===== config.mk =====
export PLATFORM = sky130hd
export DESIGN_NAME = vcp_frame_packer
export DESIGN_NICKNAME = d
export VERILOG_FILES = /design/src/rtl/vcp_pkg.sv /design/src/rtl/vcp_slot_map.sv /design/src/rtl/vcp_frame_seq.sv /design/src/rtl/vcp_lane_mux.sv /design/src/rtl/vcp_frame_packer.sv
export SDC_FILE = /design/constraint.sdc
export NUM_CORES = 1
export LEC_CHECK = 0
export BUFFER_PORTS_ARGS = -buffer_cell sky130_fd_sc_hd__buf_2
export CORE_ASPECT_RATIO = 1.2
export CORE_MARGIN = 5
export CORE_UTILIZATION = 64
export CTS_BUF_LIST = sky130_fd_sc_hd__clkbuf_2
export DETAILED_ROUTE_END_ITERATION = 8
export GPL_TIMING_DRIVEN = 0
export PLACE_DENSITY = 0.9
export RECOVER_POWER = 25
export SLEW_MARGIN = 20
export SYNTH_ARGS = -nofsm -noshare
export SYNTH_HDL_FRONTEND = slang
export SYNTH_SLANG_ARGS = --single-unit

===== constraint.sdc =====
create_clock -name clk -period 9.81 [get_ports clk]
set_input_delay 0.4905 -clock clk [delete_from_list [all_inputs] [get_ports clk]]
set_output_delay 0.4905 -clock clk [all_outputs]
set_load 0.02 [all_outputs]

===== src/rtl/vcp_pkg.sv =====
package vcp_pkg;

    localparam int SAMPLE_W  = 16;
    localparam int OCTET_W   = 8;
    localparam int NUM_DDC   = 4;
    localparam int MAX_SLOTS = 2 * NUM_DDC;
    localparam int MAX_LANES = 8;
    localparam int MAX_OCT   = SAMPLE_W / OCTET_W * MAX_SLOTS;
    localparam int LANE_W    = $clog2(MAX_LANES + 1);
    localparam int OCT_CNT_W = $clog2(MAX_OCT + 1);
    localparam int IDX_W     = $clog2(MAX_OCT);

    typedef logic [SAMPLE_W-1:0] sample_t;
    typedef logic [OCTET_W-1:0]  octet_t;

    typedef enum logic [1:0] {
        MODE_FULL_BW  = 2'd0,
        MODE_ONE_DDC  = 2'd1,
        MODE_TWO_DDC  = 2'd2,
        MODE_FOUR_DDC = 2'd3
    } vc_mode_e;

    typedef struct packed {
        vc_mode_e               mode;
        logic                   cplx;
        logic [LANE_W-1:0]      lanes;
        logic [OCT_CNT_W-1:0]   octets;
    } link_cfg_t;

    function automatic int ddc_count(vc_mode_e m);
        case (m)
            MODE_ONE_DDC:  return 1;
            MODE_TWO_DDC:  return 2;
            MODE_FOUR_DDC: return 4;
            default:       return 0;
        endcase
    endfunction

    function automatic int slot_count(vc_mode_e m, logic cplx);
        if (m == MODE_FULL_BW) return 2;
        return cplx ? 2 * ddc_count(m) : ddc_count(m);
    endfunction

    function automatic logic cfg_valid(link_cfg_t c);
        int l;
        int f;
        l = int'(c.lanes);
        f = int'(c.octets);
        return (l >= 1) && (l <= MAX_LANES) && (f >= 1) && (f <= MAX_OCT) &&
               (l * f == (SAMPLE_W / OCTET_W) * slot_count(c.mode, c.cplx));
    endfunction

endpackage


===== src/rtl/vcp_slot_map.sv =====
module vcp_slot_map
    import vcp_pkg::*;
(
    input  vc_mode_e             mode,
    input  logic                 cplx,
    input  sample_t              adc_a,
    input  sample_t              adc_b,
    input  logic                 adc_a_vld,
    input  logic                 adc_b_vld,
    input  sample_t              ddc_i [NUM_DDC],
    input  sample_t              ddc_q [NUM_DDC],
    input  logic [NUM_DDC-1:0]   ddc_vld,
    output sample_t              slot_data [MAX_SLOTS],
    output logic                 all_valid
);

    logic [NUM_DDC-1:0] need;

    always_comb begin
        need = '0;
        for (int d = 0; d < NUM_DDC; d++) begin
            if (d < ddc_count(mode)) need[d] = 1'b1;
        end
        if (mode == MODE_FULL_BW) all_valid = adc_a_vld && adc_b_vld;
        else                      all_valid = &(ddc_vld | ~need);
    end

    generate
        for (genvar s = 0; s < MAX_SLOTS; s++) begin : g_slot
            localparam int PAIR = s / 2;
            localparam bit IS_Q = (s % 2) == 1;
            sample_t real_pick;
            sample_t cplx_pick;
            sample_t bw_pick;

            if (s < NUM_DDC) begin : g_real
                assign real_pick = ddc_i[s];
            end else begin : g_noreal
                assign real_pick = '0;
            end

            if (IS_Q) begin : g_q
                assign cplx_pick = ddc_q[PAIR];
            end else begin : g_i
                assign cplx_pick = ddc_i[PAIR];
            end

            if (s == 0) begin : g_bw_a
                assign bw_pick = adc_a;
            end else if (s == 1) begin : g_bw_b
                assign bw_pick = adc_b;
            end else begin : g_bw_none
                assign bw_pick = '0;
            end

            assign slot_data[s] = (mode == MODE_FULL_BW)           ? bw_pick   :
                                  (s >= slot_count(mode, cplx))    ? '0        :
                                  cplx                             ? cplx_pick : real_pick;
        end
    endgenerate

endmodule


===== src/rtl/vcp_frame_seq.sv =====
module vcp_frame_seq
    import vcp_pkg::*;
(
    input  logic                  clk,
    input  logic                  rst,
    input  logic                  cfg_ok,
    input  logic                  all_valid,
    input  logic [LANE_W-1:0]     cfg_lanes,
    input  logic [OCT_CNT_W-1:0]  cfg_octets,
    output logic                  capture,
    output logic                  active,
    output logic [OCT_CNT_W-1:0]  oct_pos,
    output logic [LANE_W-1:0]     lanes_q,
    output logic [OCT_CNT_W-1:0]  octets_q
);

    logic last;

    assign last    = active && (oct_pos == octets_q - OCT_CNT_W'(1));
    assign capture = cfg_ok && all_valid && (!active || last);

    always_ff @(posedge clk) begin
        if (rst) begin
            active   <= 1'b0;
            oct_pos  <= '0;
            lanes_q  <= '0;
            octets_q <= '0;
        end else if (capture) begin
            active   <= 1'b1;
            oct_pos  <= '0;
            lanes_q  <= cfg_lanes;
            octets_q <= cfg_octets;
        end else if (last) begin
            active   <= 1'b0;
            oct_pos  <= '0;
        end else if (active) begin
            oct_pos  <= oct_pos + OCT_CNT_W'(1);
        end
    end

endmodule


===== src/rtl/vcp_lane_mux.sv =====
module vcp_lane_mux
    import vcp_pkg::*;
(
    input  octet_t                frame_oct [MAX_OCT],
    input  logic                  active,
    input  logic [OCT_CNT_W-1:0]  oct_pos,
    input  logic [LANE_W-1:0]     lanes_q,
    input  logic [OCT_CNT_W-1:0]  octets_q,
    output octet_t                lane_oct [MAX_LANES],
    output logic [MAX_LANES-1:0]  lane_on,
    output logic [MAX_LANES-1:0]  lane_first
);

    localparam int POS_W = $clog2(MAX_LANES * MAX_OCT + MAX_OCT);

    generate
        for (genvar l = 0; l < MAX_LANES; l++) begin : g_lane
            logic [POS_W-1:0] pos;
            assign pos = POS_W'(l) * POS_W'(octets_q) + POS_W'(oct_pos);
            assign lane_on[l]    = active && (LANE_W'(l) < lanes_q);
            assign lane_first[l] = lane_on[l] && (oct_pos == '0);
            assign lane_oct[l]   = (lane_on[l] && (pos < POS_W'(MAX_OCT)))
                                   ? frame_oct[pos[IDX_W-1:0]] : '0;
        end
    endgenerate

endmodule


===== src/rtl/vcp_frame_packer.sv =====
module vcp_frame_packer
    import vcp_pkg::*;
(
    input  logic                              clk,
    input  logic                              rst,
    input  logic [1:0]                        cfg_mode,
    input  logic                              cfg_cplx,
    input  logic [LANE_W-1:0]                 cfg_lanes,
    input  logic [OCT_CNT_W-1:0]              cfg_octets,
    input  logic [SAMPLE_W-1:0]               adc_a,
    input  logic                              adc_a_vld,
    input  logic [SAMPLE_W-1:0]               adc_b,
    input  logic                              adc_b_vld,
    input  logic [NUM_DDC*SAMPLE_W-1:0]       ddc_i,
    input  logic [NUM_DDC*SAMPLE_W-1:0]       ddc_q,
    input  logic [NUM_DDC-1:0]                ddc_vld,
    output logic [MAX_LANES*OCTET_W-1:0]      lane_data,
    output logic [MAX_LANES-1:0]              lane_vld,
    output logic [MAX_LANES-1:0]              lane_sof,
    output logic                              cfg_err
);

    link_cfg_t cfg;
    logic      cfg_ok;

    assign cfg    = '{mode: vc_mode_e'(cfg_mode), cplx: cfg_cplx,
                      lanes: cfg_lanes, octets: cfg_octets};
    assign cfg_ok = cfg_valid(cfg);

    sample_t ddc_i_arr [NUM_DDC];
    sample_t ddc_q_arr [NUM_DDC];

    generate
        for (genvar d = 0; d < NUM_DDC; d++) begin : g_ddc
            assign ddc_i_arr[d] = ddc_i[d*SAMPLE_W +: SAMPLE_W];
            assign ddc_q_arr[d] = ddc_q[d*SAMPLE_W +: SAMPLE_W];
        end
    endgenerate

    sample_t slot_data [MAX_SLOTS];
    logic    all_valid;

    vcp_slot_map u_map (
        .mode      (cfg.mode),
        .cplx      (cfg.cplx),
        .adc_a     (adc_a),
        .adc_b     (adc_b),
        .adc_a_vld (adc_a_vld),
        .adc_b_vld (adc_b_vld),
        .ddc_i     (ddc_i_arr),
        .ddc_q     (ddc_q_arr),
        .ddc_vld   (ddc_vld),
        .slot_data (slot_data),
        .all_valid (all_valid)
    );

    logic                 capture;
    logic                 active;
    logic [OCT_CNT_W-1:0] oct_pos;
    logic [LANE_W-1:0]    lanes_q;
    logic [OCT_CNT_W-1:0] octets_q;

    vcp_frame_seq u_seq (
        .clk        (clk),
        .rst        (rst),
        .cfg_ok     (cfg_ok),
        .all_valid  (all_valid),
        .cfg_lanes  (cfg.lanes),
        .cfg_octets (cfg.octets),
        .capture    (capture),
        .active     (active),
        .oct_pos    (oct_pos),
        .lanes_q    (lanes_q),
        .octets_q   (octets_q)
    );

    sample_t frame_q [MAX_SLOTS];

    always_ff @(posedge clk) begin
        if (rst) begin
            for (int s = 0; s < MAX_SLOTS; s++) frame_q[s] <= '0;
        end else if (capture) begin
            frame_q <= slot_data;
        end
    end

    octet_t frame_oct [MAX_OCT];

    generate
        for (genvar k = 0; k < MAX_OCT; k++) begin : g_oct
            if ((k % 2) == 0) begin : g_hi
                assign frame_oct[k] = frame_q[k/2][SAMPLE_W-1 -: OCTET_W];
            end else begin : g_lo
                assign frame_oct[k] = frame_q[k/2][OCTET_W-1:0];
            end
        end
    endgenerate

    octet_t lane_oct [MAX_LANES];

    vcp_lane_mux u_mux (
        .frame_oct  (frame_oct),
        .active     (active),
        .oct_pos    (oct_pos),
        .lanes_q    (lanes_q),
        .octets_q   (octets_q),
        .lane_oct   (lane_oct),
        .lane_on    (lane_vld),
        .lane_first (lane_sof)
    );

    generate
        for (genvar l = 0; l < MAX_LANES; l++) begin : g_out
            assign lane_data[l*OCTET_W +: OCTET_W] = lane_oct[l];
        end
    endgenerate

    always_ff @(posedge clk) begin
        if (rst) cfg_err <= 1'b0;
        else     cfg_err <= !cfg_ok;
    end

endmodule


=== Yosys cells after proc, flatten, opt, wreduce, memory -nomap -nowiden ===
Index checks and enable logic that the tools add are counted.

* Register bits after elaboration: 144

* Add/sub/neg operators: 9
* Multiply operators: 5
* Reductions and logical operators: 40
* $lt $le $gt $ge: 40
* Bitwise operators: 10
* Multiplexer cells: 67
* Equality and inequality tests: 5

{| class="wikitable"
|+ Operator list
! cell !! count
|-
| 16-bit 2-to-1 mux || 23
|-
| 8-bit binary-select mux with 4-bit select || 8
|-
| 8-bit 2-to-1 mux || 24
|-
| 4-bit by 32-bit >= comparator with 1-bit output, first input constant || 4
|-
| 3-bit by 32-bit >= comparator with 1-bit output, first input constant || 2
|-
| 8-bit by 5-bit less-than comparator with 1-bit output, second input constant || 7
|-
| 5-bit >= comparator, second input constant || 8
|-
| 4-bit inverter with 5-bit output || 8
|-
| 10-bit by 32-bit equality test with 1-bit output || 1
|-
| 1-bit by 32-bit >= comparator with 1-bit output, first input constant || 1
|-
| 2-bit by 32-bit >= comparator with 1-bit output, first input constant || 1
|-
| 1-bit logical AND || 32
|-
| 32-bit 2-to-1 mux || 1
|-
| 8-bit by 5-bit adder with 8-bit output || 3
|-
| 7-bit by 5-bit adder with 8-bit output || 2
|-
| 3-bit by 4-bit less-than comparator with 1-bit output, first input constant || 4
|-
| 3-bit by 5-bit multiplier with 8-bit output, first input constant || 2
|-
| 2-bit by 5-bit multiplier with 7-bit output, first input constant || 2
|-
| 4-bit by 5-bit multiplier with 9-bit output || 1
|-
| 3-bit one-hot mux with 3 select lines || 1
|-
| 1-bit by 4-bit less-than comparator with 1-bit output, first input constant || 2
|-
| 2-bit by 4-bit less-than comparator with 1-bit output, first input constant || 2
|-
| 1-bit 2-to-1 mux || 8
|-
| 6-bit by 5-bit adder with 7-bit output || 1
|-
| 24 further kinds || 28
|}

=== Logic depth before layout (Yosys ltp) ===
* Word-level depth: 11
* Depth in mapped cells: 15

=== Cells and area by module ===
From an unflattened synthesis, not the netlist that was laid out.

* Cell total of the unflattened synthesis: 1383
* Area, all modules: 14528.9 sq um

{| class="wikitable"
|+ By module, submodules not included
! module !! seq. area each (sq um) !! area each (sq um) !! cells an instance !! times used
|-
| vcp_lane_mux || 0.0 || 6876.6 || 553 || 1
|-
| vcp_frame_packer || 2582.5 || 5175.0 || 506 || 1
|-
| vcp_slot_map || 0.0 || 1676.6 || 239 || 1
|-
| vcp_frame_seq || 300.3 || 800.8 || 85 || 1
|}

=== Worst setup path after synthesis ===
Ideal clock, no wire load.

* Path type: input to register
* Start: in cfg_lanes[3]
* End: reg frame_q (netlist bit frame_oct[111])
* Library setup time: 0.070 ns
* Arrival: 4.307 ns
* Stages: 14
* Slack: 5.432 ns
* Buffers on the path: 4
* Cells stage by stage: clkbuf_1 nand2_1 fa_1 fa_1 fa_1 a21boi_0 a2111oi_2 nor3_1 or4_1 buf_2 buf_6 buf_6 or3_1 a21oi_1

* Longest elaborated chain between the ends: 7
* Elaborated cells between the ends (all ways): 10

{| class="wikitable"
|+ Ends and longest elaborated chain
! element !! RTL line !! source
|-
| start: declaration || vcp_frame_packer.sv:8 || <nowiki>input logic [LANE_W-1:0] cfg_lanes,</nowiki>
|-
| branches (longest 4 deep; another with 4-bit by 5-bit multiplier with 9-bit output) || - ||
|-
| 1-bit logical AND (*) || vcp_pkg.sv:49 || <nowiki>return (l >= 1) && (l <= MAX_LANES) && (f >= 1) && (f <= MAX_OCT) &&</nowiki>
|-
| 1-bit logical AND (*) (2 in series) || vcp_frame_seq.sv:20 || <nowiki>assign capture = cfg_ok && all_valid && (!active || last);</nowiki>
|-
| end signal: assignment || vcp_frame_packer.sv:83 || <nowiki>frame_q <= slot_data;</nowiki>
|-
| end: declaration || vcp_frame_packer.sv:77 || <nowiki>sample_t frame_q [MAX_SLOTS];</nowiki>
|}

Mark *: on every way between the ends.
A chain may end at the register's enable or synchronous reset.

=== Final worst setup path ===
* Start: reg u_seq.octets_q[1]
* End: out lane_data[61]

* Longest elaborated chain between the ends: 7
* Elaborated cells between the ends (all ways): 9

{| class="wikitable"
|+ Ends and longest elaborated chain
! element !! RTL line !! source
|-
| start: declaration || vcp_frame_seq.sv:14 || <nowiki>output logic [OCT_CNT_W-1:0] octets_q</nowiki>
|-
| start signal: assignment || vcp_frame_seq.sv:32 || <nowiki>octets_q <= cfg_octets;</nowiki>
|-
| 3-bit by 5-bit multiplier with 8-bit output (*) || vcp_lane_mux.sv:19 || <nowiki>assign pos = POS_W'(l) * POS_W'(octets_q) + POS_W'(oct_pos);</nowiki>
|-
| 8-bit by 5-bit adder with 8-bit output (*) || vcp_lane_mux.sv:19 ||
|-
| 4-bit inverter with 5-bit output (not written as such) || vcp_lane_mux.sv:23 || <nowiki>? frame_oct[pos[IDX_W-1:0]] : '0;</nowiki>
|-
| 8-bit binary-select mux with 4-bit select || vcp_lane_mux.sv:23 ||
|-
| 8-bit 2-to-1 mux (not written as such) (2 in series) || vcp_lane_mux.sv:23 ||
|-
| 8-bit 2-to-1 mux (*) || vcp_lane_mux.sv:23 ||
|-
| end: declaration || vcp_frame_packer.sv:17 || <nowiki>output logic [MAX_LANES*OCTET_W-1:0] lane_data,</nowiki>
|}

Every way passes the cells marked *; elsewhere a longest branch is shown, timed or not. The select of a mux whose other input is x is not followed.

==> summary.txt <==
Hold path
  – Worst Hold Class: in -> reg

Detailed routing
  – DRC Markers: 0
  – Met2 WL post-DR: 28010 um
  – Detailed Routing Iterations Pass 1: 7
  – Post-DR wirelength/cell: 26.79 um
  – Final antenna-violating net count: 0
  – Max layer used: met5
  – Detailed Route Iter0 Violations: 2047
  – Final WL: 59560 um
  – Avg Vias per Cell: 6.991
  – M1 WL: 19140 um
  – Via Count: 15540
  – Met3 wire length: 7280 um

Timing
  – Worst slew margin: 18.86%
  – Tcrit/Tclk final: 65.46%
  – Final setup viols: 0
  – Setup TNS: 0 ns
  – Clk_skew: 0.07098 ns
  – RSZ-0062 raised after global routing: no
  – Final count of pins violating max slew: 0
  – Post-layout min period: 6.422 ns
  – Measured slew at the worst slew-check pin: 1.206 ns
  – Final hold viol count: 0
  – Fmax: 0.1557 GHz

Critical path
  – CP Launch Type: register
  – Critical Path End Type: output port
  – Worst Path Arrival: 5.93 ns
  – Worst r2r src: u_seq.octets_q[1]
  – CP endpoint: lane_data[61]
  – CP required: 9.32 ns
  – Worst r2r path cells: 10
  – Flop-to-flop setup slack: 5.28 ns
  – Crit Path Max Fanout: 16
  – Critical-path cell list: fa_1, ha_1, clkbuf_1, clkbuf_1, buf_1, mux4_2, mux4_2, nand3_1, nor2_1, buf_2
  – Worst path max stage delay: 1.02 ns
  – Setup CP Type: reg -> out
  – Worst Setup SP: u_seq.octets_q[1]
  – Delay-heaviest family, CP: buffers and inverters
  – Critical path depth: 10
  – Worst path slowest cell: dfxtp_1
  – Buf/Inv on CP: 4
  – Worst R2R End: frame_oct[4]

Synthesis
  – Syn Std Cell Area: 14780 um2
  – Syn Nets: 1816
  – Seq/Total Area, Yosys: 19.50%
  – Area leader, netlist: mux4_2
  – Commonest register cell after synthesis: dfxtp_1
  – Share of flip-flops with an asynchronous set or reset: 0%
  – Synth Register Bits: 144
  – Most frequent cell after synthesis: o21ai_0
  – Commonest cells post-synth: o21ai_0 (192), mux4_2 (183), dfxtp_1 (144)
  – Mapped Avg Cell Area: 9.567 um2
  – Syn Inst Count: 1545
  – Largest cells by area after synthesis: mux4_2 (28%), dfxtp_1 (20%), o21ai_0 (6.5%)
  – Post-synth top area share: 27.88%
  – Library cells used by synthesis: 59
  – YS warnings: 0
  – EDFF count, synth: 0

Power
  – Internal: 772.6 uW
  – Clock power frac: 29.6%
  – Net Switching: 411.8 uW
  – Logic pwr share: 20.7%
  – Pwr per Cell Area: 68.00 nW/um2
  – Max VDD drop: 87.52 uV
  – Sequential fraction of design power: 49.7%
  – Static leakage: 0.006636 uW
  – Switching Share: 34.77%

GRT
  – Number of antenna violations at the first check in global routing: 2
  – Largest net degree at the start of global routing: 18
  – First-pass GRT wire length: 89330 um
  – Remaining Overflow, GRT: 0
  – Vias in the first global route: 15110
  – Total global-route track usage: 45.21%

Final layout
  – Area occupied by multi-input gates: 11180 um2
  – Utilization after layout: 75.82%
  – Layout Nets: 2165
  – Layout Cells excl Fill: 2223
  – Fillers: 1578
  – P&R area growth vs syn: 17.85%
  – Register area: 2883 um2
  – Share of cells above drive strength 1: 27.74%

Clocking
  – Cts bufs inserted: 17
  – Reg clk slew, reported paths: 0.30 ns
  – Buffer count from post-CTS setup fixing: 0
  – Root Buffer: clkbuf_2
  – Worst-Skew Late Latency: 0.82 ns
  – Htree depth: 4
  – CTS max path bufs: 2
  – Clock Sinks: 144
  – CTS tree: built
  – Resize count post-CTS: 0

Floorplanning
  – Die X: 148.7 um
  – Die area: 26250 um2
  – Initial core utilization: 64.34%
  – Chip height: 176.5 um
  – Row count: 61
  – I/O pin cnt: 261
  – Core Footprint: 22970 um2

Status
  – Run status: completed

Placement
  – Post-DP HPWL: 45730 um
  – # port buffers: 257
  – Inst Count DP: 2117
  – Placer congestion estimate: 1.062

Job
  – Max-Cap Viols: 0
[registers in the layout (all words and copies together) (netlist names)]
signal          count
frame_oct         128
u_seq.octets_q      5
u_seq.active        1
u_seq.lanes_q       4
cfg_err             1
u_seq.oct_pos       5
[routing by layer]
metal / up-vias / global-route usage, %
li1: 6520 / -
met1: 7390 / 52.99
met2: 1281 / 74.29
met3: 347 / 10.65
met4: 2 / 29.42
met5: - / 0
[layout by cell type, fill, tap and decap left out, types with 4 or more instances in the layout]
master | Yosys | final
inv_1 | 50 | 50
buf_1 | 20 | 20
xnor2_1 | 16 | 15
and3_1 | 19 | 19
a32o_1 | 16 | 16
nand3_1 | 16 | 16
nand2b_1 | 4 | 4
ha_1 | 64 | 64
o21ai_0 | 192 | 213
a21boi_0 | 4 | 4
nand2_1 | 115 | 115
o21a_1 | 4 | 4
clkbuf_1 | 109 | 123
fa_1 | 27 | 27
and2_1 | 10 | 10
dfxtp_1 | 144 | 144
nor2b_1 | 133 | 133
a21oi_1 | 81 | 81
xor2_1 | 10 | 8
or3_1 | 38 | 38
a21o_1 | 5 | 5
dlygate4sd3_1 | 0 | 73
buf_2 | 3 | 248
mux4_2 | 183 | 183
mux2i_1 | 27 | 27
nor3b_1 | 13 | 12
a211oi_1 | 23 | 23
inv_6 | 0 | 6
nand4_1 | 12 | 12
clkbuf_2 | 0 | 18
nor2_1 | 39 | 39
mux2_2 | 50 | 50
nor3_1 | 14 | 14
o21ai_1 | 55 | 34
nor4_1 | 8 | 7
[how the worst min path moves through the flow]
stage	from	endpoint	slack, ns	cells past startpoint
floorplan	frame_oct[104]	frame_oct[104]	0.48	2
global placement	frame_oct[98]	frame_oct[98]	0.50	2
detailed placement	frame_oct[122]	frame_oct[122]	0.51	2
CTS	ddc_q[23]	frame_oct[71]	0.002	4
global route	ddc_q[25]	frame_oct[73]	0.06	4
finish	ddc_q[23]	frame_oct[71]	0.04	4
[worst reg2reg max path, stage by stage (launching register included)]
cell      delay (ns)
dfxtp_1         1.02
inv_1           0.24
ha_1            0.26
or3_1           0.38
a211oi_2        0.59
o21a_1          0.18
buf_2           0.19
nand3_1         0.53
clkbuf_1        0.40
clkbuf_1        0.39
o21ai_0         0.26
[what timing repair did]
item                                    CTS  global route
hold buffers                             73             0
endpoints found under the setup margin    0             0
hold endpoints to repair                 73             0
[kinds of logic (layout without fill, tap and decap cells)]
group / count (synthesis) / in the layout / share of synthesized area, %
AO/OA/AOI/OAI: 400 / 400 / 15.19
XOR/XNOR: 27 / 27 / 1.693
adder cells (fa/ha/maj): 91 / 91 / 9.075
buffers and inverters: 190 / 552 / 5.155
flip-flops: 144 / 144 / 19.50
multiplexers: 261 / 261 / 33.62
other: 0 / 1 / 0
AND/OR/NAND/NOR: 432 / 432 / 15.76
[through the flow]
step           hold slack, ns  setup slack [ns]  total power [uW]  area (um2)
4_1_cts              0.002182             3.516              1167       17430
2_1_floorplan          0.4755             5.432             726.7       14780
5_1_grt               0.06424             3.295              1221       17420
3_5_place_dp           0.5102             4.431             811.0       16480
3_3_place_gp           0.4961             4.517             805.2       16460
6_report              0.04446             3.388              1184       17420
[power by group through the flow]
stage	combinational, uW	sequential, uW	clock (uW)
global route	263	589	369
finish	245	589	351
floorplan	128	599	0
detailed placement	212	599	0
global placement	206	599	0
CTS	236	588	344
[cell type report]
type,count,area share (%)
Antenna cell,1,0.01437
Buffer,139,3.175
Clock buffer,18,0.5172
Clock inverter,14,0.7040
Inverter,51,1.099
Multi-Input combinational cell,1211,64.17
Sequential cell,144,16.55
Tap cell,315,2.263
Timing Repair Buffer,330,11.51
Note: power is estimated with default switching activity, not from simulation.
